**src/rtl/pwr_mon_pkg.sv**
```systemverilog
package pwr_mon_pkg;
    typedef enum logic [1:0] {
        DET_OFF  = 2'd0,
        DET_LOW  = 2'd1,
        DET_HIGH = 2'd2
    } det_state_e;

    typedef enum logic {
        INIT_BUSY  = 1'b0,
        INIT_READY = 1'b1
    } init_state_e;

    localparam int BIT_DBG    = 7;
    localparam int BIT_BUSY   = 6;
    localparam int BIT_NONDEF = 5;
    localparam int BIT_SRC    = 4;
    localparam int BIT_DETEN  = 3;
    localparam int BIT_PRES   = 2;
    localparam int BIT_AUX    = 1;
    localparam int BIT_SNK    = 0;
endpackage

```
**src/rtl/pwr_rail_hyst.sv**
```systemverilog
module pwr_rail_hyst
    import pwr_mon_pkg::*;
#(
    parameter int CODE_W  = 10,
    parameter int TH_RISE = 800,
    parameter int TH_FALL = 700
) (
    input  logic              clk,
    input  logic              rst_n,
    input  logic              en,
    input  logic [CODE_W-1:0] code,
    output logic              present
);
    localparam logic [CODE_W-1:0] RISE_C = CODE_W'(TH_RISE);
    localparam logic [CODE_W-1:0] FALL_C = CODE_W'(TH_FALL);

    det_state_e state, nxt;

    always_ff @(posedge clk) begin
        if (!rst_n) state <= DET_LOW;
        else        state <= nxt;
    end

    always_comb begin
        nxt = state;
        unique case (state)
            DET_OFF: begin
                if (en) nxt = (code > RISE_C) ? DET_HIGH : DET_LOW;
            end
            DET_LOW: begin
                if (!en)               nxt = DET_OFF;
                else if (code > RISE_C) nxt = DET_HIGH;
            end
            DET_HIGH: begin
                if (!en)               nxt = DET_OFF;
                else if (code < FALL_C) nxt = DET_LOW;
            end
            default: nxt = DET_LOW;
        endcase
    end

    always_comb present = (state == DET_HIGH);
endmodule

```
**src/rtl/pwr_level_flag.sv**
```systemverilog
module pwr_level_flag #(
    parameter int CODE_W = 10,
    parameter int TH     = 160,
    parameter bit ABOVE  = 1'b0
) (
    input  logic              clk,
    input  logic              rst_n,
    input  logic              en,
    input  logic [CODE_W-1:0] code,
    output logic              flag
);
    localparam logic [CODE_W-1:0] TH_C = CODE_W'(TH);

    logic hit;

    generate
        if (ABOVE) begin : g_above
            always_comb hit = (code > TH_C);
        end else begin : g_below
            always_comb hit = (code < TH_C);
        end
    endgenerate

    always_ff @(posedge clk) begin
        if (!rst_n) flag <= 1'b0;
        else        flag <= en & hit;
    end
endmodule

```
**src/rtl/pwr_init_seq.sv**
```systemverilog
module pwr_init_seq
    import pwr_mon_pkg::*;
#(
    parameter int INIT_CYCLES = 16
) (
    input  logic clk,
    input  logic rst_n,
    output logic busy
);
    localparam int CW = $clog2(INIT_CYCLES) + 1;
    localparam logic [CW-1:0] LAST = CW'(INIT_CYCLES - 1);

    init_state_e state, nxt;
    logic [CW-1:0] cnt;

    always_ff @(posedge clk) begin
        if (!rst_n) begin
            state <= INIT_BUSY;
            cnt   <= '0;
        end else begin
            state <= nxt;
            if (state == INIT_BUSY && cnt != LAST) cnt <= cnt + 1'b1;
        end
    end

    always_comb begin
        nxt = state;
        unique case (state)
            INIT_BUSY:  if (cnt == LAST) nxt = INIT_READY;
            INIT_READY: nxt = INIT_READY;
            default:    nxt = INIT_BUSY;
        endcase
    end

    always_comb busy = (state == INIT_BUSY);
endmodule

```
**src/rtl/pwr_status_mon.sv**
```systemverilog
module pwr_status_mon
    import pwr_mon_pkg::*;
#(
    parameter int CODE_W      = 10,
    parameter int TH_RISE     = 800,
    parameter int TH_FALL     = 700,
    parameter int TH_SAFE0    = 160,
    parameter int TH_AUX      = 480,
    parameter int INIT_CYCLES = 16
) (
    input  logic              clk,
    input  logic              rst_n,
    input  logic [CODE_W-1:0] rail_code,
    input  logic [CODE_W-1:0] aux_code,
    input  logic              det_en,
    input  logic              aux_en,
    input  logic              src_active,
    input  logic              src_nondef,
    input  logic              snk_active,
    input  logic              dbg_attached,
    output logic [7:0]        status,
    output logic              safe0
);
    logic pres, aux_ok, busy;
    logic dbg_q, src_q, nondef_q, snk_q, deten_q;

    pwr_rail_hyst #(.CODE_W(CODE_W), .TH_RISE(TH_RISE), .TH_FALL(TH_FALL)) u_hyst (
        .clk(clk), .rst_n(rst_n), .en(det_en), .code(rail_code), .present(pres)
    );

    pwr_level_flag #(.CODE_W(CODE_W), .TH(TH_SAFE0), .ABOVE(1'b0)) u_safe0 (
        .clk(clk), .rst_n(rst_n), .en(det_en), .code(rail_code), .flag(safe0)
    );

    pwr_level_flag #(.CODE_W(CODE_W), .TH(TH_AUX), .ABOVE(1'b1)) u_aux (
        .clk(clk), .rst_n(rst_n), .en(aux_en), .code(aux_code), .flag(aux_ok)
    );

    pwr_init_seq #(.INIT_CYCLES(INIT_CYCLES)) u_init (
        .clk(clk), .rst_n(rst_n), .busy(busy)
    );

    always_ff @(posedge clk) begin
        if (!rst_n) begin
            dbg_q    <= 1'b0;
            src_q    <= 1'b0;
            nondef_q <= 1'b0;
            snk_q    <= 1'b0;
            deten_q  <= 1'b1;
        end else begin
            dbg_q    <= dbg_attached;
            src_q    <= src_active;
            nondef_q <= src_active & src_nondef;
            snk_q    <= snk_active;
            deten_q  <= det_en;
        end
    end

    always_comb begin
        status             = '0;
        status[BIT_DBG]    = dbg_q;
        status[BIT_BUSY]   = busy;
        status[BIT_NONDEF] = nondef_q;
        status[BIT_SRC]    = src_q;
        status[BIT_DETEN]  = deten_q;
        status[BIT_PRES]   = pres;
        status[BIT_AUX]    = aux_ok;
        status[BIT_SNK]    = snk_q;
    end
endmodule

```
**config.mk**
```make
export PLATFORM = sky130hd
export DESIGN_NAME = pwr_status_mon
export DESIGN_NICKNAME = d
export VERILOG_FILES = /design/src/rtl/pwr_mon_pkg.sv /design/src/rtl/pwr_rail_hyst.sv /design/src/rtl/pwr_level_flag.sv /design/src/rtl/pwr_init_seq.sv /design/src/rtl/pwr_status_mon.sv
export SDC_FILE = /design/constraint.sdc
export NUM_CORES = 1
export LEC_CHECK = 0
export CORE_MARGIN = 5
export CORE_UTILIZATION = 35
export CTS_BUF_LIST = sky130_fd_sc_hd__clkbuf_8
export CTS_CLUSTER_DIAMETER = 80
export DETAILED_ROUTE_END_ITERATION = 8
export DONT_BUFFER_PORTS = 1
export HOLD_SLACK_MARGIN = 0.05
export SLEW_MARGIN = 30
export SYNTH_ARGS = -nofsm -noshare
export SYNTH_HDL_FRONTEND = slang
export SYNTH_HIERARCHICAL = 1
export SYNTH_SLANG_ARGS = --single-unit
```
**constraint.sdc**
```tcl
create_clock -name clk -period 1.5 [get_ports clk]
set_input_delay 0.45 -clock clk [delete_from_list [all_inputs] [get_ports clk]]
set_output_delay 0.45 -clock clk [all_outputs]
set_load 0.02 [all_outputs]
```
Yosys cells after proc, flatten, opt, wreduce, memory -nomap -nowiden --
Index checks and enable logic that the tools add are counted.
Word-level totals: flip-flop bits (word level) 15, memories 0, latch bits 0, bits of input ports 28, bits in writable memories 0, ROM bits 0
Cells by class: muxes and demuxes 9, eq/ne operators 7, $mul 0, add/subtract/negate cells 1, $lt $le $gt $ge 4, reductions and logical operators 3, bitwise gates (word level) 4, shift operators 0, div/mod/pow operators 0
Operators by type and width (count):
- 2-bit 2-to-1 mux | 6
- 10-bit greater-than comparator (second input constant) | 1
- 10-bit by 9-bit greater-than comparator with 1-bit output (second input constant) | 1
- 10-bit less-than comparator (second input constant) | 1
- 10-bit by 8-bit less-than comparator with 1-bit output (second input constant) | 1
- 3-bit by 2-bit inequality test with 1-bit output (second input constant) | 2
- 2-bit case mux with 3 select lines | 1
- 5-bit by 1-bit adder with 5-bit output (second input constant) | 1
- 5-bit by 4-bit equality test with 1-bit output (second input constant) | 1
- 5-bit by 4-bit inequality test with 1-bit output (second input constant) | 1
- 1-bit AND | 3
- 3-bit AND reduction | 1
- 2-bit by 1-bit equality test with 1-bit output (second input constant) | 1
- 2-bit equality test (second input constant) | 1
- 2-bit zero test | 1
- 2-bit inequality test (second input constant) | 1
- 1-bit case mux with 2 select lines | 1
- 1-bit logical AND | 1
- 1-bit 2-to-1 mux | 1
- 1-bit NOT | 1

Longest topological paths before layout --
word-level depth 4, gate-level depth with buffers 6, gate-level depth less buffers 6

By module --
The synthesis kept the hierarchy.
Modules (own cells, without submodules):
- pwr_init_seq | times used 1, area each 277.8 µm², cells an instance 27
- pwr_status_mon | times used 1, area each 195.2 µm², cells an instance 18
- pwr_rail_hyst | times used 1, area each 138.9 µm², cells an instance 17
- pwr_level_flag at u_aux | times used 1, area each 50.0 µm², cells an instance 6
- pwr_level_flag at u_safe0 | times used 1, area each 37.5 µm², cells an instance 4

Worst setup path before layout --
OpenSTA, ideal clock, no wires.
path type register -> register, start point register u_init.cnt[0], end point register u_init.cnt[2], path buffers 0, arrival 1.286 ns, path slack 0.099 ns, required time 1.385 ns, setup time 0.115 ns, clock period less this slack 1.401 ns, stages on the path, launching flop included 7, path through dfxtp_1 -> ha_1 -> and3_1 -> ha_1 -> nor3b_2 -> xor2_1 -> and2_1
Between the ends: longest elaborated chain between the ends 2, elaborated cells on any way between the ends 3
RTL lines:
- from (decl) | line pwr_init_seq.sv:14 | logic [CW-1:0] cnt;
- from (signal assigned) | line pwr_init_seq.sv:22 | if (state == INIT_BUSY && cnt != LAST) cnt <= cnt + 1'b1;
- branches (longest 2 deep; another with 5-bit by 1-bit adder with 5-bit output)
Parallel ways; which one is timed is not known. A chain may end at the register's enable or synchronous reset.

Final worst setup path --
Same ends and word-level chain as after synthesis.

==> summary.txt <==
Run status
  • Outcome: completed

Worst setup path
  • Critical Path Source Type: flop
  • Crit path kind: reg -> reg
  • Crit Reg-Reg Startpoint: u_init/cnt[0]
  • Crit path required time: 1.64 ns
  • CP max-delay cell: dfxtp_1
  • RR Endpoint: u_init/cnt[2]
  • Worst EP arrival: 1.58 ns
  • Reg-to-reg setup timing slack: 0.06 ns
  • WP depth: 6
  • Reg2reg path depth: 6
  • WP buf/inv: 0
  • CP delay by family, top: simple AND/OR/NAND/NOR gates
  • Critical path capture point type: flop
  • Slowest stage delay, CP: 0.33 ns
  • CP Cell Sequence: ha_1 -> and3_4 -> ha_4 -> nor3b_2 -> xor2_1 -> and2_1
  • Worst Path Max Fanout: 3

Synthesis
  • Post-synth EDFFs: 0
  • Main combinational cell family by area after synthesis: simple AND/OR/NAND/NOR gates
  • Mapped Avg Cell Area: 9.71 um^2
  • Post-Syn Area: 699 um^2
  • Top cell type's share of synthesized area: 42.9%
  • Number of library cell types mapped by synthesis: 34
  • Post-Synth Adder-Cell Area: 3.58%
  • Post-synthesis cell count: 72
  • Sequential element share of the synthesized area: 42.9%
  • YS warnings: 6
  • Synth Area in XOR/XNOR: 2.50%
  • Seq cells post-synth: 15
  • Post-synth top flop: dfxtp_1
  • Top-count cell post-synth: dfxtp_1
  • Post-synthesis compound-gate area fraction: 13.1%
  • Top cells by area, synth: dfxtp_1 43%, buf_4 8.6%, ha_1 3.6%, and2_2 3.2%, nand2_1 2.7%
  • Syn nets: 102
  • Synth Area in Simple Gates: 26.8%
  • Yosys top cell by area: dfxtp_1
  • Post-synth ARST share: 0%
  • Post-synthesis mux area share: 1.43%
  • Top cells by count, synth: 15 x dfxtp_1, 8 x buf_4, 5 x nand2_1

STA
  • Max Clock Skew: 0.00414 ns
  • Top achievable clock speed: 694 MHz
  • Max-slew violations: 0
  • Worst slew pin tran: 0.278 ns
  • Setup violations, final: 0
  • Hold Fails Final Rpt: 0
  • TNS Setup: 0 ns
  • Unrepaired setup endpoints after global routing: false
  • Min cycle time layout: 1.44 ns
  • Slew HR: 81.4%
  • Share of the clock period used by the worst path: 96.0%

Clocking
  • Max Root-Sink Buffers: 2
  • CTS sink cnt: 15
  • Num CTS Buffers: 3
  • Clk slew on worst S/H paths: 0.06 ns
  • Post-CTS Setup Inserts: 0
  • Clock latency at the later pin of the worst-skew pair: 0.24 ns
  • H-tree levels: 1
  • CTS tree: built
  • Clock root buffer: clkbuf_8
  • Hold buffer count at CTS: 0

GRT
  • Number of global-route vias before repair: 502
  • Largest net degree at the start of global routing: 17
  • Initial antenna violation count: 0
  • GR Util All Layers: 9.66%
  • First-pass GRT wire length: 1940 um
  • Global route total overflow: 0

Worst hold path
  • Hold Path Stages: 1
  • Worst Hold Class: in -> reg
  • Hold worst-path end: deten_q
  • Hold_sp: rst_n

Flow run
  • Max Cap Viol: 0

Routing
  • WL met1: 528 um
  • Met3 Wirelength: 131 um
  • Antenna Nets Post-Route: 0
  • Drt drc: 0
  • Top layer in use: met4
  • DR iter-0 viols: 4
  • DRT Pass-1 Iters: 4
  • WL final: 1290 um
  • Vias per cell: 4.94
  • Met2 wire length: 615 um
  • WL/cell: 13.5 um
  • Vias: 474

Cells and area
  • Synth-to-layout area growth: 6.44%
  • Fraction of layout cells with a size suffix above 1: 21.7%
  • Ant diodes: 0
  • Final nets: 100

Place
  • IO Port Bufs: 0
  • Final Wtd Congestion: 0.686
  • HPWL Detailed: 977 um

Die
  • Die Height: 54.7 um
  • Initial core utilization: 36.0%
  • Core box area: 1940 um^2
  • I/O pin cnt: 37
  • Die area: 2990 um^2
  • Std cell rows: 16
  • Die X-Extent: 54.7 um

Power and ir drop
  • Leakage power: 0.311 nW
  • Worst vdd ir: 0.388 mV
  • PD cells: 1080 nW/um^2
  • Tot Pwr: 0.803 mW
==> layer usage <==
metal	vias to the layer above	track usage (%)
met5	-	0
met4	0	7.47
met3	2	4.63
met2	20	15.2
met1	212	9.74
li1	240	-
==> per-stage QoR <==
step                hold slack (ns)  util, %  setup WS [ns]  instance area, um^2  cells
finish                        0.277     38.3         0.0596                  744     96
global route                  0.269     38.3        0.00939                  744     96
CTS                           0.272     37.6         0.0253                  729     96
detailed placement            0.470     35.1         0.0134                  681     92
global placement              0.461     35.1         0.0604                  681     92
floorplan                     0.442        -         0.0986                  699     72
==> worst max path at each step <==
stage	to	startpoint	slack [ns]
finish	u_init/cnt[2]	u_init/cnt[0]	0.06
global route	u_init/cnt[2]	u_init/cnt[0]	0.009
CTS	u_init/cnt[3]	u_init/cnt[0]	0.03
detailed placement	u_init/cnt[3]	u_init/cnt[0]	0.01
global placement	u_init/cnt[2]	u_init/cnt[0]	0.06
floorplan	u_init/cnt[2]	u_init/cnt[0]	0.1
==> what timing repair did <==
action,CTS,global route
resized for setup,1,2
setup endpoints to repair,1,5
pin swaps,1,2
==> logic make-up (layout without fill, tap and decap cells) <==
| family | count (synthesis) | count (layout) |
|---|---|---|
| compound gates | 12 | 12 |
| xor+xnor | 2 | 2 |
| fa+ha+maj | 2 | 2 |
| buf+inv | 10 | 7 |
| flops | 15 | 15 |
| mux | 1 | 1 |
| simple gates | 30 | 30 |
==> sequential cells by signal (all words and copies together) (netlist names) <==
signal and count:
dbg_q 1, snk_q 1, u_safe0/flag 1, nondef_q 1, u_init/cnt 5, deten_q 1
u_hyst/state 2, u_init/state 1, src_q 1, u_aux/flag 1
==> power breakdown <==
group / internal [mW] / switching, mW / total (mW)
Sequential: 0.417 / 0.0211 / 0.438
Clock: 0.184 / 0.138 / 0.322
Combinational: 0.0263 / 0.0167 / 0.0429
==> cell type report <==
class / count / area [um^2]
clock buffer: 3 / 41.3
clock inverter: 1 / 5.00
fill: 206 / 1200
inverter: 2 / 7.51
multi-input combinational: 47 / 349
sequential: 15 / 300
tap: 27 / 33.8
timing repair buffer: 1 / 7.51
==> layout by cell type (no fill, tap or decap), drive strengths merged, types with 3 or more instances in the layout <==
master | netlist | routed
a21oi | 3 | 3
dfxtp | 15 | 15
and2 | 5 | 5
nor2 | 3 | 3
nand2 | 5 | 5
clkbuf | 0 | 3
Note: power is estimated with default switching activity, not from simulation.
